===== src/rtl/dp_suspend_ctrl.sv =====
module dp_suspend_ctrl (
  input  logic       clk,
  input  logic       rst_n,
  input  logic       dp_en,
  input  logic       xfer_start,
  input  logic       dir_rd,
  input  logic       cmd_susp,
  input  logic       rsp_valid,
  input  logic       rsp_ack,
  input  logic       rsp_timeout,
  input  logic       crc_tok,
  input  logic       pkt_done,
  input  logic       rxfifo_empty,
  input  logic       xfer_end,
  output logic [1:0] state,
  output logic       idle
);

  localparam logic [1:0] S_IDLE  = 2'd0;
  localparam logic [1:0] S_SEND  = 2'd1;
  localparam logic [1:0] S_RECV  = 2'd2;
  localparam logic [1:0] S_RWAIT = 2'd3;

  logic [1:0] cur, nxt;
  logic       pend, pend_nxt;
  logic       accept;
  logic       suspended;

  assign accept    = cmd_susp & rsp_valid & rsp_ack & ~rsp_timeout & (cur != S_IDLE);
  assign suspended = pend | accept;

  always_comb begin
    nxt = cur;
    case (cur)
      S_IDLE:  if (xfer_start && dp_en) nxt = dir_rd ? S_RECV : S_SEND;
      S_SEND: begin
        if (!dp_en)                    nxt = S_IDLE;
        else if (crc_tok && suspended) nxt = S_IDLE;
        else if (xfer_end)             nxt = S_IDLE;
      end
      S_RECV: begin
        if (!dp_en)                     nxt = S_IDLE;
        else if (pkt_done && suspended) nxt = S_RWAIT;
        else if (xfer_end)              nxt = S_IDLE;
      end
      default: if (!dp_en || rxfifo_empty) nxt = S_IDLE;
    endcase
  end

  assign pend_nxt = (nxt == S_IDLE) ? 1'b0 : suspended;

  always_ff @(posedge clk or negedge rst_n) begin
    if (!rst_n) begin
      cur  <= S_IDLE;
      pend <= 1'b0;
    end else begin
      cur  <= nxt;
      pend <= pend_nxt;
    end
  end

  assign state = cur;
  assign idle  = (cur == S_IDLE);

  assert_reset_idle_R1: assert property (@(posedge clk) disable iff (!rst_n)
    idle == (state == S_IDLE));

  assert_start_gate_R2: assert property (@(posedge clk) disable iff (!rst_n)
    (state == S_IDLE && !(xfer_start && dp_en)) |=> state == S_IDLE);

  assert_wr_finish_R3: assert property (@(posedge clk) disable iff (!rst_n)
    (state == S_SEND && dp_en && pend && crc_tok) |=> state == S_IDLE);

  assert_abort_R4: assert property (@(posedge clk) disable iff (!rst_n)
    (state != S_IDLE && !dp_en) |=> state == S_IDLE);

  assert_rwait_hold_R5: assert property (@(posedge clk) disable iff (!rst_n)
    (state == S_RWAIT && dp_en && !rxfifo_empty) |=> state == S_RWAIT);

  assert_rwait_exit_R5: assert property (@(posedge clk) disable iff (!rst_n)
    (state == S_RWAIT && rxfifo_empty) |=> state == S_IDLE);

  assert_no_false_susp_R6: assert property (@(posedge clk) disable iff (!rst_n)
    (state == S_SEND && dp_en && !pend && !(cmd_susp && rsp_valid && rsp_ack && !rsp_timeout)
     && !xfer_end) |=> state == S_SEND);

  assert_pend_clear_R7: assert property (@(posedge clk) disable iff (!rst_n)
    (state == S_IDLE && !(xfer_start && dp_en)) |=> !pend);

  assert_end_R8: assert property (@(posedge clk) disable iff (!rst_n)
    ((state == S_SEND || state == S_RECV) && dp_en && xfer_end) |=> state != S_SEND && state != S_RECV);

endmodule


===== config.mk =====
export PLATFORM = sky130hd
export DESIGN_NAME = dp_suspend_ctrl
export DESIGN_NICKNAME = d
export VERILOG_FILES = /design/src/rtl/dp_suspend_ctrl.sv
export SDC_FILE = /design/constraint.sdc
export NUM_CORES = 1
export LEC_CHECK = 0
export ABC_AREA = 0
export BUFFER_PORTS_ARGS = -buffer_cell sky130_fd_sc_hd__buf_2
export CAP_MARGIN = 20
export CORE_AREA = 10 10 47 49
export CTS_CLUSTER_DIAMETER = 100
export DETAILED_ROUTE_END_ITERATION = 8
export DIE_AREA = 0 0 57 59
export PLACE_DENSITY = 0.43
export SYNTH_ARGS = -nofsm -noshare
export SYNTH_HDL_FRONTEND = slang
export SYNTH_SLANG_ARGS = --single-unit

===== constraint.sdc =====
create_clock -name clk -period 1.8 [get_ports clk]
set_input_delay 0.18 -clock clk [delete_from_list [all_inputs] [get_ports clk]]
set_output_delay 0.18 -clock clk [all_outputs]
set_load 0.02 [all_outputs]

## Word level (Yosys, flattened, before mapping)

Cells that the tools add are included.

- ROM bits: 0
- Latch bits: 0
- Memories kept: 0
- RAM bits: 0
- Output and inout port bits: 3
- Register bits: 3
- Bits of input ports: 13
- Logic and storage cells: 28

- Shifts and indexed selects: 0
- Multiplexer cells: 10
- Equality and inequality tests: 2
- Divide/modulo/power cells: 0
- Reductions and logical operators: 8
- Bitwise logic cells: 6
- $lt $le $gt $ge: 0
- Multiply operators: 0
- $add $sub $neg: 0

Operators by type and width:

| cell | count |
|---|---|
| 2-bit 2-to-1 mux | 8 |
| 2-bit one-hot mux with 3 select lines | 1 |
| 1-bit bitwise AND | 4 |
| 2-bit zero test | 2 |
| 1-bit logical AND | 3 |
| 2-bit by 1-bit equality test with 1-bit output, second input constant | 1 |
| 2-bit equality test, second input constant | 1 |
| 2-bit nonzero test | 1 |
| 1-bit zero test | 1 |
| 1-bit logical OR | 1 |
| 1-bit 2-to-1 mux | 1 |
| 1-bit NOT | 1 |
| 1-bit bitwise OR | 1 |

## Logic depth before layout (Yosys ltp)

- Word-level depth: 11
- Mapped depth: 5
- Depth with buffers taken out: 4

## Least setup slack after synthesis

OpenSTA, ideal clock, no wires.

- Path type: register to register
- From: register cur[0], in the netlist state[0]
- To: register pend
- Library setup time: 0.082 ns
- Path buffers: 1
- Clock period less this slack: 1.377 ns
- Stages on the path, launching flop included: 6
- Data required time: 1.718 ns
- Setup slack: 0.423 ns
- Data arrival time: 1.296 ns
- Cells stage by stage: dfrtp_1 -> buf_4 -> nor2_2 -> a32o_1 -> o21ai_1 -> a31oi_1

- Elaborated cells between the ends (all ways): 18
- Classes of those cells: eq/ne: 2; mux: 9; bitwise: 2; reduce/logical: 5

RTL lines:

| what | line | text |
|---|---|---|
| from (decl) | 24 | `logic [1:0] cur, nxt;` |
| from (signal assigned) | 57 | `cur <= nxt;` |
| 2-bit zero test | -- |  |
| via idle | 16 | `output logic idle` |
| 2-bit one-hot mux with 3 select lines | 34 | `case (cur)` |
| 2-bit zero test | 50 | `assign pend_nxt = (nxt == S_IDLE) ? 1'b0 : suspended;` |
| 1-bit 2-to-1 mux | 50 |  |
| via pend_nxt | 25 | `logic pend, pend_nxt;` |
| to (signal assigned) | 58 | `pend <= pend_nxt;` |
| to (decl) | 25 |  |

The timed path passes the listed nets, and every way through them passes these cells.

## Worst setup path after layout

- From: register cur[0], in the netlist state[0]
- To: register pend

- Longest elaborated chain between the ends: 9
- Elaborated cells between the ends (all ways): 18
- Classes of those cells: eq/ne: 2; mux: 9; bitwise: 2; reduce/logical: 5

Ends and longest elaborated chain:

| what | line | text |
|---|---|---|
| 2-bit nonzero test | 29 | `assign accept = cmd_susp & rsp_valid & rsp_ack & ~rsp_timeout & (cur != S_IDLE);` |
| 1-bit bitwise AND | 29 |  |
| 1-bit bitwise OR | 30 | `assign suspended = pend \| accept;` |
| 1-bit logical AND (on tied branches) | 43, 38 |  |
| 2-bit 2-to-1 mux (on tied branches) | 43, 38 |  |
| 2-bit 2-to-1 mux (on tied branches) | 42, 37 |  |
| 2-bit one-hot mux with 3 select lines | 34 |  |
| 2-bit zero test | 50 |  |
| 1-bit 2-to-1 mux (*) | 50 |  |
| via pend_nxt | 25 |  |

Mark *: on every way through the listed nets, which the timed path passes. The rest lies on a longest branch.

==> out/qor.txt <==
Final Setup Violations: 0
buffers added on ports: 15
Post-Syn Instances: 31
RSZ-0062 raised after global routing: false
origin of the critical flop-to-flop path: state[0]
vias in the first global route: 310
number of max-cap violations: 0
total I/O pin count: 16
total CTS buffers: 3
placed instance count: 61
Pins Over Slew Limit: 0
Worst Setup End Kind: register
Nets: 64
Core Box Area: 1400 um^2
Yosys top cell by area: dfrtp_1
largest net degree at the start of global routing: 11
Via density: 4.32
Placer Congestion: 0.683
CP Buf/Inv Count: 0
setup TNS: 0 ns
pwr/cell area: 684 nW/um^2
LEAKAGE: 0.000170 uW
kind of cell adding the most delay to the critical path: compound AO/OA/AOI/OAI gates
Max stage delay cell, worst path: dfrtp_1
flops & latches, synth: 3
post-synth top area share: 31.1%
worst r2r dst: pend
Initial Utilization: 17.2%
Max Clk Rate: 794 MHz
Die Wd: 57 um
CTS tree: yes
ANT cells: 0
Hold Violations, Final: 0
Crit path largest cell delay: 0.50 ns
multi-input logic area: 151 um^2
CP Max Fanout: 10
DRC errors left: 0
Cell variety after synth: 20
Main synth FF type: dfrtp_1
Crit Path Class: register to register
Non-Filler Instances: 66
Levels on crit path: 4
Min-Delay Path Class: input port to register
Ys Warns: 0
number of setup buffers added after CTS: 0
area growth from synthesis to layout: 51.3%
Final ANT Viol Nets: 0
Tot GR Track Use: 4.71%
CTS Sinks: 3
Avg WL per Cell: 11.7 um
buffer type at the clock tree root: clkbuf_4
worst-margin pin slew: 0.290 ns
status: finished clean
register area share after synthesis: 31.1%
Worst Path Arrival: 1.36 ns
worst clock skew: 0.00386 ns
hpwl dp: 680 um
routed via count: 285
area occupied by registers: 75.1 um^2
H-tree levels: 1
Critical path destination: pend
Final period util: 70.0%
WL final: 774 um
number of synthesized flops with an enable pin: 0
Setup crit start: state[0]
drt first-iter violations: 1
VDD IR max: 460 uV
die height: 59 um
Synth top cells by count: a21oi_1 (3), dfrtp_1 (3), nand2b_1 (3)
asr flop ratio synth: 100%
Req. time, crit path: 1.90 ns
drt first pass iters: 3
Cell Area, Synth: 241 um^2
CTS max path bufs: 2
critical path launch point type: register
Clk Latency, worst-skew pair: 0.23 ns
synthesized net count: 44
final core utilization: 26.1%
Filler Cells Inserted: 161
R2R depth: 4
initial antenna violation count: 0
cells along the critical path: nor2_2 -> a32o_1 -> o21ai_1 -> a31oi_1
min cycle time layout: 1.26 ns
GRT Residual Overflow: 0
share of layout cells above drive strength 1: 42.0%
global-route wire length before repair: 1.26 mm
Hold Slack: 0.239 ns
Slew headroom: 80.6%
Synth Area per Inst: 7.79 um^2
full die area: 3360 um^2
synth top area cells: dfrtp_1 (31%), nand2b_1 (7.8%), a21oi_1 (6.2%), nor2b_1 (5.2%), o31ai_2 (5.2%)
flop-to-flop setup slack: 0.54 ns
cell row count: 14
overall power: 250 uW
Reg clk slew, reported paths: 0.04 ns
[metrics by stage]
step / worst slack [ns] / instance area, um^2
final: 0.541 / 365
after global routing: 0.410 / 365
after CTS: 0.518 / 365
after detailed placement: 0.521 / 329
after global placement: 0.496 / 329
after floorplan: 0.423 / 241
[cell type report]
cell class | count | area share (%)
flip-flops and latches | 3 | 20.5
well taps | 16 | 5.48
inverters | 2 | 2.05
clock buffers | 4 | 7.19
repair buffers | 16 | 23.3
multi-input cells | 25 | 41.4
[registers in the layout, indices dropped and copies added (netlist names)]
name	count
pend	1
state	2
[cells in the final DEF, fill, tap and decap left out]
cell type	synthesis	routed
nor3b_1	1	1
o211ai_1	1	1
o31ai_2	1	1
clkbuf_1	0	1
nor2_2	1	1
nor3_1	1	1
dlygate4sd3_1	0	1
nand2b_1	3	3
o21ai_0	2	2
buf_2	0	15
a32o_1	1	1
nor2_1	2	2
dfrtp_1	3	3
nand2_1	2	2
inv_1	2	2
clkbuf_4	0	3
nand4b_1	1	1
nand2_2	1	1
nand3_1	1	1
o21ai_1	1	1
nor2b_1	2	2
a21oi_1	3	3
a31oi_1	1	1
[worst register-to-register path, delay by kind of cell (launching register included)]
family,cells,cell delay [ns]
compound gates,3,0.53
flops,1,0.50
simple gates,1,0.10
[what timing repair did]
item	in CTS	in global routing
hold endpoints to repair	3	0
gates resized for setup	0	0
hold buffers	1	0
[logic make-up after synthesis]
logic type / Yosys count / share of synthesized area, %
AND/OR/NAND/NOR: 15 / 35.2
AO/OA/AOI/OAI: 10 / 27.5
flip-flops: 3 / 31.1
buffers and inverters: 3 / 6.22
[how the worst min path moves through the flow]
stage	from	to	slack, ns	depth (start not counted)
after CTS	rxfifo_empty	state[1]	0.24	4
after global routing	dp_en	state[1]	0.25	3
after floorplan	rst_n	pend	-0.12	0
final	rxfifo_empty	state[1]	0.24	4
after global placement	rst_n	state[0]	-0.02	1
after detailed placement	rst_n	pend	-0.02	1
[metal layers]
metal / part of all wire (%) / wire [um] / vias to the layer above / track usage [%]
met4: 0 / 0 / 0 / 2.01
met1: 39 / 298 / 126 / 4.16
met5: 0 / 0 / - / 0
li1: - / - / 149 / -
met2: 52 / 402 / 10 / 8.06
met3: 9.3 / 72 / 0 / 3.43
[power breakdown]
group	leakage, uW	switching (uW)	internal, uW
Combinational	0.000114	28.3	25.7
Clock	0.0000150	34.3	83.0
Sequential	0.0000408	7.45	71.1
Total	0.000170	70.0	180
No activity file was read; power rests on OpenSTA's default activity.
